### src/rtl/pipe_hz_pkg.sv
package pipe_hz_pkg;
  typedef enum logic [1:0] {
    OP_NOP  = 2'd0,
    OP_ADD  = 2'd1,
    OP_LOAD = 2'd2,
    OP_BNZ  = 2'd3
  } op_e;

  typedef enum logic [1:0] {
    SEL_RF  = 2'd0,
    SEL_ALU = 2'd1,
    SEL_WB  = 2'd2
  } opsel_e;

  function automatic logic op_writes(input op_e op);
    return (op == OP_ADD) || (op == OP_LOAD);
  endfunction
endpackage

### src/rtl/pipe_hz_regfile.sv
module pipe_hz_regfile #(
  parameter int RA_W   = 3,
  parameter int DATA_W = 16
) (
  input  logic              clk,
  input  logic              rst_n,
  input  logic [RA_W-1:0]   ra_a,
  input  logic [RA_W-1:0]   ra_b,
  output logic [DATA_W-1:0] rd_a,
  output logic [DATA_W-1:0] rd_b,
  input  logic              we,
  input  logic [RA_W-1:0]   wa,
  input  logic [DATA_W-1:0] wd
);
  localparam int REG_N = 1 << RA_W;
  logic [DATA_W-1:0] regs_q [REG_N];

  always_ff @(posedge clk or negedge rst_n) begin
    if (!rst_n) begin
      for (int i = 0; i < REG_N; i++) regs_q[i] <= '0;
    end else if (we && (wa != '0)) begin
      regs_q[wa] <= wd;
    end
  end

  assign rd_a = (ra_a == '0) ? '0 : regs_q[ra_a];
  assign rd_b = (ra_b == '0) ? '0 : regs_q[ra_b];
endmodule

### src/rtl/pipe_hz_ctrl.sv
module pipe_hz_ctrl
  import pipe_hz_pkg::*;
#(
  parameter int RA_W = 3
) (
  input  logic            fwd_en,
  input  logic            d_valid,
  input  op_e             d_op,
  input  logic [RA_W-1:0] d_rs1,
  input  logic [RA_W-1:0] d_rs2,
  input  logic            e_valid,
  input  op_e             e_op,
  input  logic [RA_W-1:0] e_rd,
  input  logic            w_valid,
  input  op_e             w_op,
  input  logic [RA_W-1:0] w_rd,
  input  logic            e_taken,
  output logic            stall,
  output logic            squash,
  output opsel_e          sel_a,
  output opsel_e          sel_b
);
  logic use_a, use_b, e_prod, w_prod;
  logic ma_e, mb_e, ma_w, mb_w, hazard;

  always_comb begin
    use_a  = d_valid && (d_op != OP_NOP) && (d_rs1 != '0);
    use_b  = d_valid && (d_op == OP_ADD) && (d_rs2 != '0);
    e_prod = e_valid && op_writes(e_op) && (e_rd != '0);
    w_prod = w_valid && op_writes(w_op) && (w_rd != '0);
    ma_e   = use_a && e_prod && (e_rd == d_rs1);
    mb_e   = use_b && e_prod && (e_rd == d_rs2);
    ma_w   = use_a && w_prod && (w_rd == d_rs1);
    mb_w   = use_b && w_prod && (w_rd == d_rs2);
    if (fwd_en) hazard = (ma_e || mb_e) && (e_op == OP_LOAD);
    else        hazard = ma_e || mb_e || ma_w || mb_w;
    squash = e_taken;
    stall  = hazard && !e_taken;
    // youngest producer (execute) is checked first
    if (fwd_en && ma_e)      sel_a = SEL_ALU;
    else if (fwd_en && ma_w) sel_a = SEL_WB;
    else                     sel_a = SEL_RF;
    if (fwd_en && mb_e)      sel_b = SEL_ALU;
    else if (fwd_en && mb_w) sel_b = SEL_WB;
    else                     sel_b = SEL_RF;
  end
endmodule

### src/rtl/pipe_hz_top.sv
module pipe_hz_top
  import pipe_hz_pkg::*;
#(
  parameter int RA_W   = 3,
  parameter int IMM_W  = 8,
  parameter int DATA_W = 16,
  localparam int IW    = 2 + 3 * RA_W + IMM_W
) (
  input  logic              clk,
  input  logic              rst_n,
  input  logic              fwd_en,
  input  logic [IW-1:0]     instr_i,
  output logic              fetch_en_o,
  output logic              stall_o,
  output logic              squash_o,
  output logic [IMM_W-1:0]  redirect_tgt_o,
  output logic [1:0]        sel_a_o,
  output logic [1:0]        sel_b_o,
  output logic              wb_valid_o,
  output logic [RA_W-1:0]   wb_rd_o,
  output logic [DATA_W-1:0] wb_data_o
);
  localparam int RD_LSB  = 2;
  localparam int RS1_LSB = RD_LSB + RA_W;
  localparam int RS2_LSB = RS1_LSB + RA_W;
  localparam int IMM_LSB = RS2_LSB + RA_W;

  typedef struct packed {
    logic             valid;
    op_e              op;
    logic [RA_W-1:0]  rd;
    logic [IMM_W-1:0] imm;
    opsel_e           sel_a;
    opsel_e           sel_b;
    logic [DATA_W-1:0] opa;
    logic [DATA_W-1:0] opb;
  } ex_t;

  typedef struct packed {
    logic              valid;
    op_e               op;
    logic [RA_W-1:0]   rd;
    logic [DATA_W-1:0] res;
  } wr_t;

  logic          d_valid_q, d_valid_n;
  logic [IW-1:0] d_ins_q, d_ins_n;
  ex_t           e_q, e_n;
  wr_t           w_q, w_n;

  op_e              d_op;
  logic [RA_W-1:0]  d_rd, d_rs1, d_rs2;
  logic [IMM_W-1:0] d_imm;
  logic [DATA_W-1:0] rf_a, rf_b, a_val, b_val, imm_ext, alu_res, w_data;
  logic   e_taken, stall, squash, w_we;
  opsel_e sel_a, sel_b;

  assign d_op  = op_e'(d_ins_q[1:0]);
  assign d_rd  = d_ins_q[RD_LSB +: RA_W];
  assign d_rs1 = d_ins_q[RS1_LSB +: RA_W];
  assign d_rs2 = d_ins_q[RS2_LSB +: RA_W];
  assign d_imm = d_ins_q[IMM_LSB +: IMM_W];

  pipe_hz_regfile #(.RA_W(RA_W), .DATA_W(DATA_W)) u_rf (
    .clk(clk), .rst_n(rst_n), .ra_a(d_rs1), .ra_b(d_rs2),
    .rd_a(rf_a), .rd_b(rf_b), .we(w_we), .wa(w_q.rd), .wd(w_data)
  );

  pipe_hz_ctrl #(.RA_W(RA_W)) u_ctrl (
    .fwd_en(fwd_en), .d_valid(d_valid_q), .d_op(d_op), .d_rs1(d_rs1), .d_rs2(d_rs2),
    .e_valid(e_q.valid), .e_op(e_q.op), .e_rd(e_q.rd),
    .w_valid(w_q.valid), .w_op(w_q.op), .w_rd(w_q.rd),
    .e_taken(e_taken), .stall(stall), .squash(squash), .sel_a(sel_a), .sel_b(sel_b)
  );

  // execute stage: operand muxes and adder
  always_comb begin
    a_val   = (e_q.sel_a == SEL_ALU) ? w_q.res : e_q.opa;
    b_val   = (e_q.sel_b == SEL_ALU) ? w_q.res : e_q.opb;
    imm_ext = {{(DATA_W-IMM_W){1'b0}}, e_q.imm};
    case (e_q.op)
      OP_ADD:  alu_res = a_val + b_val + imm_ext;
      OP_LOAD: alu_res = a_val + imm_ext;
      default: alu_res = '0;
    endcase
    e_taken = e_q.valid && (e_q.op == OP_BNZ) && (a_val != '0);
  end

  // write stage: late load data and register write
  assign w_data = (w_q.op == OP_LOAD) ? ~w_q.res : w_q.res;
  assign w_we   = w_q.valid && op_writes(w_q.op) && (w_q.rd != '0);

  always_comb begin
    d_valid_n = d_valid_q;
    d_ins_n   = d_ins_q;
    e_n       = '0;
    w_n.valid = e_q.valid;
    w_n.op    = e_q.op;
    w_n.rd    = e_q.rd;
    w_n.res   = alu_res;
    if (squash) begin
      d_valid_n = 1'b0;
    end else if (!stall) begin
      d_valid_n = 1'b1;
      d_ins_n   = instr_i;
      e_n.valid = d_valid_q;
      e_n.op    = d_op;
      e_n.rd    = d_rd;
      e_n.imm   = d_imm;
      e_n.sel_a = (sel_a == SEL_ALU) ? SEL_ALU : SEL_RF;
      e_n.sel_b = (sel_b == SEL_ALU) ? SEL_ALU : SEL_RF;
      e_n.opa   = (sel_a == SEL_WB) ? w_data : rf_a;
      e_n.opb   = (sel_b == SEL_WB) ? w_data : rf_b;
      if (sel_a == SEL_WB) e_n.sel_a = SEL_WB;
      if (sel_b == SEL_WB) e_n.sel_b = SEL_WB;
    end
  end

  always_ff @(posedge clk or negedge rst_n) begin
    if (!rst_n) begin
      d_valid_q <= 1'b0;
      d_ins_q   <= '0;
      e_q       <= '0;
      w_q       <= '0;
    end else begin
      d_valid_q <= d_valid_n;
      d_ins_q   <= d_ins_n;
      e_q       <= e_n;
      w_q       <= w_n;
    end
  end

  assign fetch_en_o     = !stall;
  assign stall_o        = stall;
  assign squash_o       = squash;
  assign redirect_tgt_o = e_q.imm;
  assign sel_a_o        = e_q.sel_a;
  assign sel_b_o        = e_q.sel_b;
  assign wb_valid_o     = w_we;
  assign wb_rd_o        = w_q.rd;
  assign wb_data_o      = w_data;
endmodule

### config.mk
export PLATFORM = sky130hd
export DESIGN_NAME = pipe_hz_top
export DESIGN_NICKNAME = d
export VERILOG_FILES = /design/src/rtl/pipe_hz_pkg.sv /design/src/rtl/pipe_hz_regfile.sv /design/src/rtl/pipe_hz_ctrl.sv /design/src/rtl/pipe_hz_top.sv
export SDC_FILE = /design/constraint.sdc
export NUM_CORES = 1
export LEC_CHECK = 0
export BUFFER_PORTS_ARGS = -buffer_cell sky130_fd_sc_hd__buf_2
export CORE_ASPECT_RATIO = 2
export CORE_MARGIN = 4
export CORE_UTILIZATION = 62
export CTS_CLUSTER_SIZE = 40
export DETAILED_ROUTE_END_ITERATION = 8
export PLACE_DENSITY = 0.8
export SYNTH_ARGS = -nofsm -noshare
export SYNTH_HDL_FRONTEND = slang
export SYNTH_SLANG_ARGS = --single-unit
export TNS_END_PERCENT = 100
### constraint.sdc
create_clock -name clk -period 5.7 [get_ports clk]
set_input_delay 0.57 -clock clk [delete_from_list [all_inputs] [get_ports clk]]
set_output_delay 0.57 -clock clk [all_outputs]
set_load 0.01 [all_outputs]
==> results.toml <==
[run_status]
status = "finished clean"

[drt]
viasPerCell = 6.13
routedWlPerCell_um = 20.9
drt_iter0_drc = 650
wl_um = 29600
drt-pass1-iter-count = 5
drc_errors = 0
ant_nets = 0
vias = 8700

[logic_synthesis]
ys.flop_type = "dfrtp_1"
synthMuxAreaShare_pct = 17.1
synth_nets = 1215
syn_area_um2 = 11900
synthXorXnorAreaFrac_pct = 3.54
synth.distinct_cells = 60
synth_fa_ha_area_share_pct = 5.16
yosysWarnings = 0
syn_avg_cell_area_um2 = 10.3
synth_compound_area_share_pct = 13.2
synthSimpleGateAreaFrac_pct = 11.9
ys_ff_latch = 208
synth_top_family_by_area = "multiplexers"
synth_edf_count = 0
yosysSeqAreaShare_pct = 43.8
synthCells = 1150
synthArstFlopShare_pct = 100

[place]
dpl-instance-area_um2 = 12100
post-dp-hpwl_um = 20400
place_inst = 1383
place.gp.congestion = 0.967
place_ws_ns = 1.58
place.port_buffers = 56

[global_routing]
busiest_layer = "met2"
antenna_found_initial = 0
met2_usage_pct = 53.3
grt_max_degree = 108
use_met3_pct = 2.82
grt.met1_usage_pct = 31.4
grt_overflow = 0
grt_usage_pct = 28.5
grt_pass1_wl_um = 48400
grt_pass1_vias = 9385

[timing]
hold_viol = 0
min_period_ns = 4.19
holdWs_ns = 0.140
drv_slew = 0
setup_ws_ns = 1.51
tns_ns = 0
clock.fmax_mhz = 239
fin_worst_skew_ns = 0.0137
slew_headroom_pct = 25.9
finalCritPeriodShare_pct = 73.4
setup_viol = 0
grt_setup_unrepaired = "no"
worst_slew_pin_slew_ns = 1.11

[clock_tree]
clk_latency_ns = 0.51
cts-root-buf = "clkbuf_16"
htree_levels = 1
numClockSinks = 208
cts_tree = "done"
hold_buffers = 0
path_clk_slew_ns = 0.07
cts_made_buffers = 20
cts_setup_buffers = 0
cts_resized = 0
clockBufferDepth = 3

[power]
fin_total_pwr_mw = 9.27
leakage_nw = 5.91
vdd_drop_max_mv = 0.375
powerDensity_nw_per_um2 = 719

[layout]
final_core_util_pct = 68.4
antenna_cells = 0
layout-drive-gt1-share_pct = 20.0
nets = 1215
instances_no_fill = 1419
fill_cells = 1400
fin_area_um2 = 12900
area_delta_synth_final_pct = 8.49

[setup_path]
cp_max_fo = 24
startpoint_type = "register"
end_kind = "register"
crit_type = "register to register"
cp_data_required_time_ns = 6.08
arrival_ns = 4.57

[die]
fp.dieH_um = 204
core_area_um2 = 18800
die_w_um = 106
rows = 71
ioPinCount = 57
start_util_pct = 63.1
dieArea_um2 = 21600

[min_path]
hold_path.class = "primary input to asynchronous set/reset pin"

[run]
drv_cap = 0
worst max-delay path, stage by stage (launching register included):
cell and delay (ns):
dfrtp_1 0.41, nand2b_4 0.30, mux2i_1 0.36, inv_1 0.12, fa_1 0.45, ha_1 0.24
fa_1 0.46, a21o_1 0.23, a221oi_1 0.65, o21ai_0 0.23, a311oi_1 0.35, xnor2_1 0.16
o22ai_1 0.09
path summary, 6_finish.rpt:
| kind | to | from | depth (start not counted) | slack, ns |
|---|---|---|---|---|
| max in group asynchronous | u_rf.regs_q[98] | rst_n | 2 | 4.28 |
| worst max register to register | w_q[15] | sel_a_o[0] | 12 | 1.51 |
| worst min-delay path | d_ins_q[4] | rst_n | 1 | 0.14 |
| worst max-delay path | w_q[15] | sel_a_o[0] | 12 | 1.51 |
| min in group clk | d_ins_q[16] | instr_i[16] | 2 | 0.30 |
| worst min register to register | u_rf.regs_q[115] | u_rf.regs_q[115] | 0 | 0.38 |
logic make-up after synthesis:
logic type	count (synthesis)
compound gates	267
xor+xnor	48
fa+ha+maj	43
buf+inv	131
flops	208
mux	147
simple gates	306
area by class of cell:
type | instances | area [µm²] | share of cell area, %
timing repair buffer | 73 | 417 | 3.23
inverter | 36 | 135 | 1.05
clock buffer | 27 | 608 | 4.72
sequential | 208 | 5210 | 40.4
multi-input combinational | 811 | 6070 | 47.1
clock inverter | 9 | 133 | 1.03
tap | 255 | 319 | 2.48
flip-flops by register name, summed over array words and instances (netlist names):
signal,count
redirect_tgt_o,8
e_q,38
wb_rd_o,3
w_q,19
d_ins_q,19
sel_b_o,2
u_rf.regs_q,116
d_valid_q,1
sel_a_o,2
synthesized netlist by cell type, types with 5 or more instances:
| cell | number | area, µm² |
|---|---|---|
| nand2_1 | 81 | 304 |
| dfrtp_1 | 208 | 5200 |
| xnor2_1 | 40 | 350 |
| nor2_1 | 134 | 503 |
| buf_2 | 18 | 90.1 |
| a221oi_1 | 5 | 43.8 |
| buf_4 | 15 | 113 |
| a21oi_1 | 110 | 551 |
| and3_1 | 7 | 43.8 |
| mux2_4 | 17 | 255 |
| o22ai_1 | 6 | 37.5 |
| a31oi_1 | 6 | 37.5 |
| xor2_1 | 8 | 70.1 |
| ha_1 | 33 | 413 |
| nor3_1 | 5 | 25.0 |
| mux2i_1 | 41 | 410 |
| clkbuf_1 | 51 | 191 |
| nand3_1 | 11 | 55.1 |
| a21o_1 | 8 | 60.1 |
| nor4_1 | 5 | 31.3 |
| nand2b_1 | 19 | 119 |
| nor2b_1 | 7 | 43.8 |
| a22oi_1 | 30 | 225 |
| buf_6 | 5 | 56.3 |
| fa_1 | 10 | 200 |
| mux2_2 | 57 | 642 |
| inv_1 | 36 | 135 |
| o21ai_0 | 72 | 360 |
| and2_1 | 17 | 106 |
| mux4_2 | 32 | 721 |
report_power, final:
part           internal, mW  leakage, nW  switching, mW
combinational          2.19         2.99           2.91
clock                 0.891        0.372          0.581
sequential             2.16         2.55          0.528
total                  5.25         5.91           4.02
layout by cell type, fill, tap and decap left out, types with 8 or more instances in the layout:
cell type / synthesis / layout
nor2_1: 134 / 131
mux2_4: 17 / 17
xnor2_1: 40 / 40
mux2i_1: 41 / 41
buf_2: 18 / 55
a21oi_1: 110 / 110
mux4_2: 32 / 32
nand2b_1: 19 / 19
clkbuf_16: 0 / 21
xor2_1: 8 / 8
nand2_1: 81 / 81
mux2_2: 57 / 57
o21ai_0: 72 / 72
a22oi_1: 30 / 30
nand3_1: 11 / 11
fa_1: 10 / 10
inv_1: 36 / 36
and2_1: 17 / 17
a21o_1: 8 / 8
dfrtp_1: 208 / 206
ha_1: 33 / 33
buf_4: 15 / 17
routing by layer:
layer,up-vias,share of wire [%],wire [µm]
met5,-,0,0
met4,0,5.3,1560
met3,82,3.7,1090
met2,249,54,16100
met1,4346,37,10900
li1,4023,-,-
Note: power is estimated with default switching activity, not from simulation.
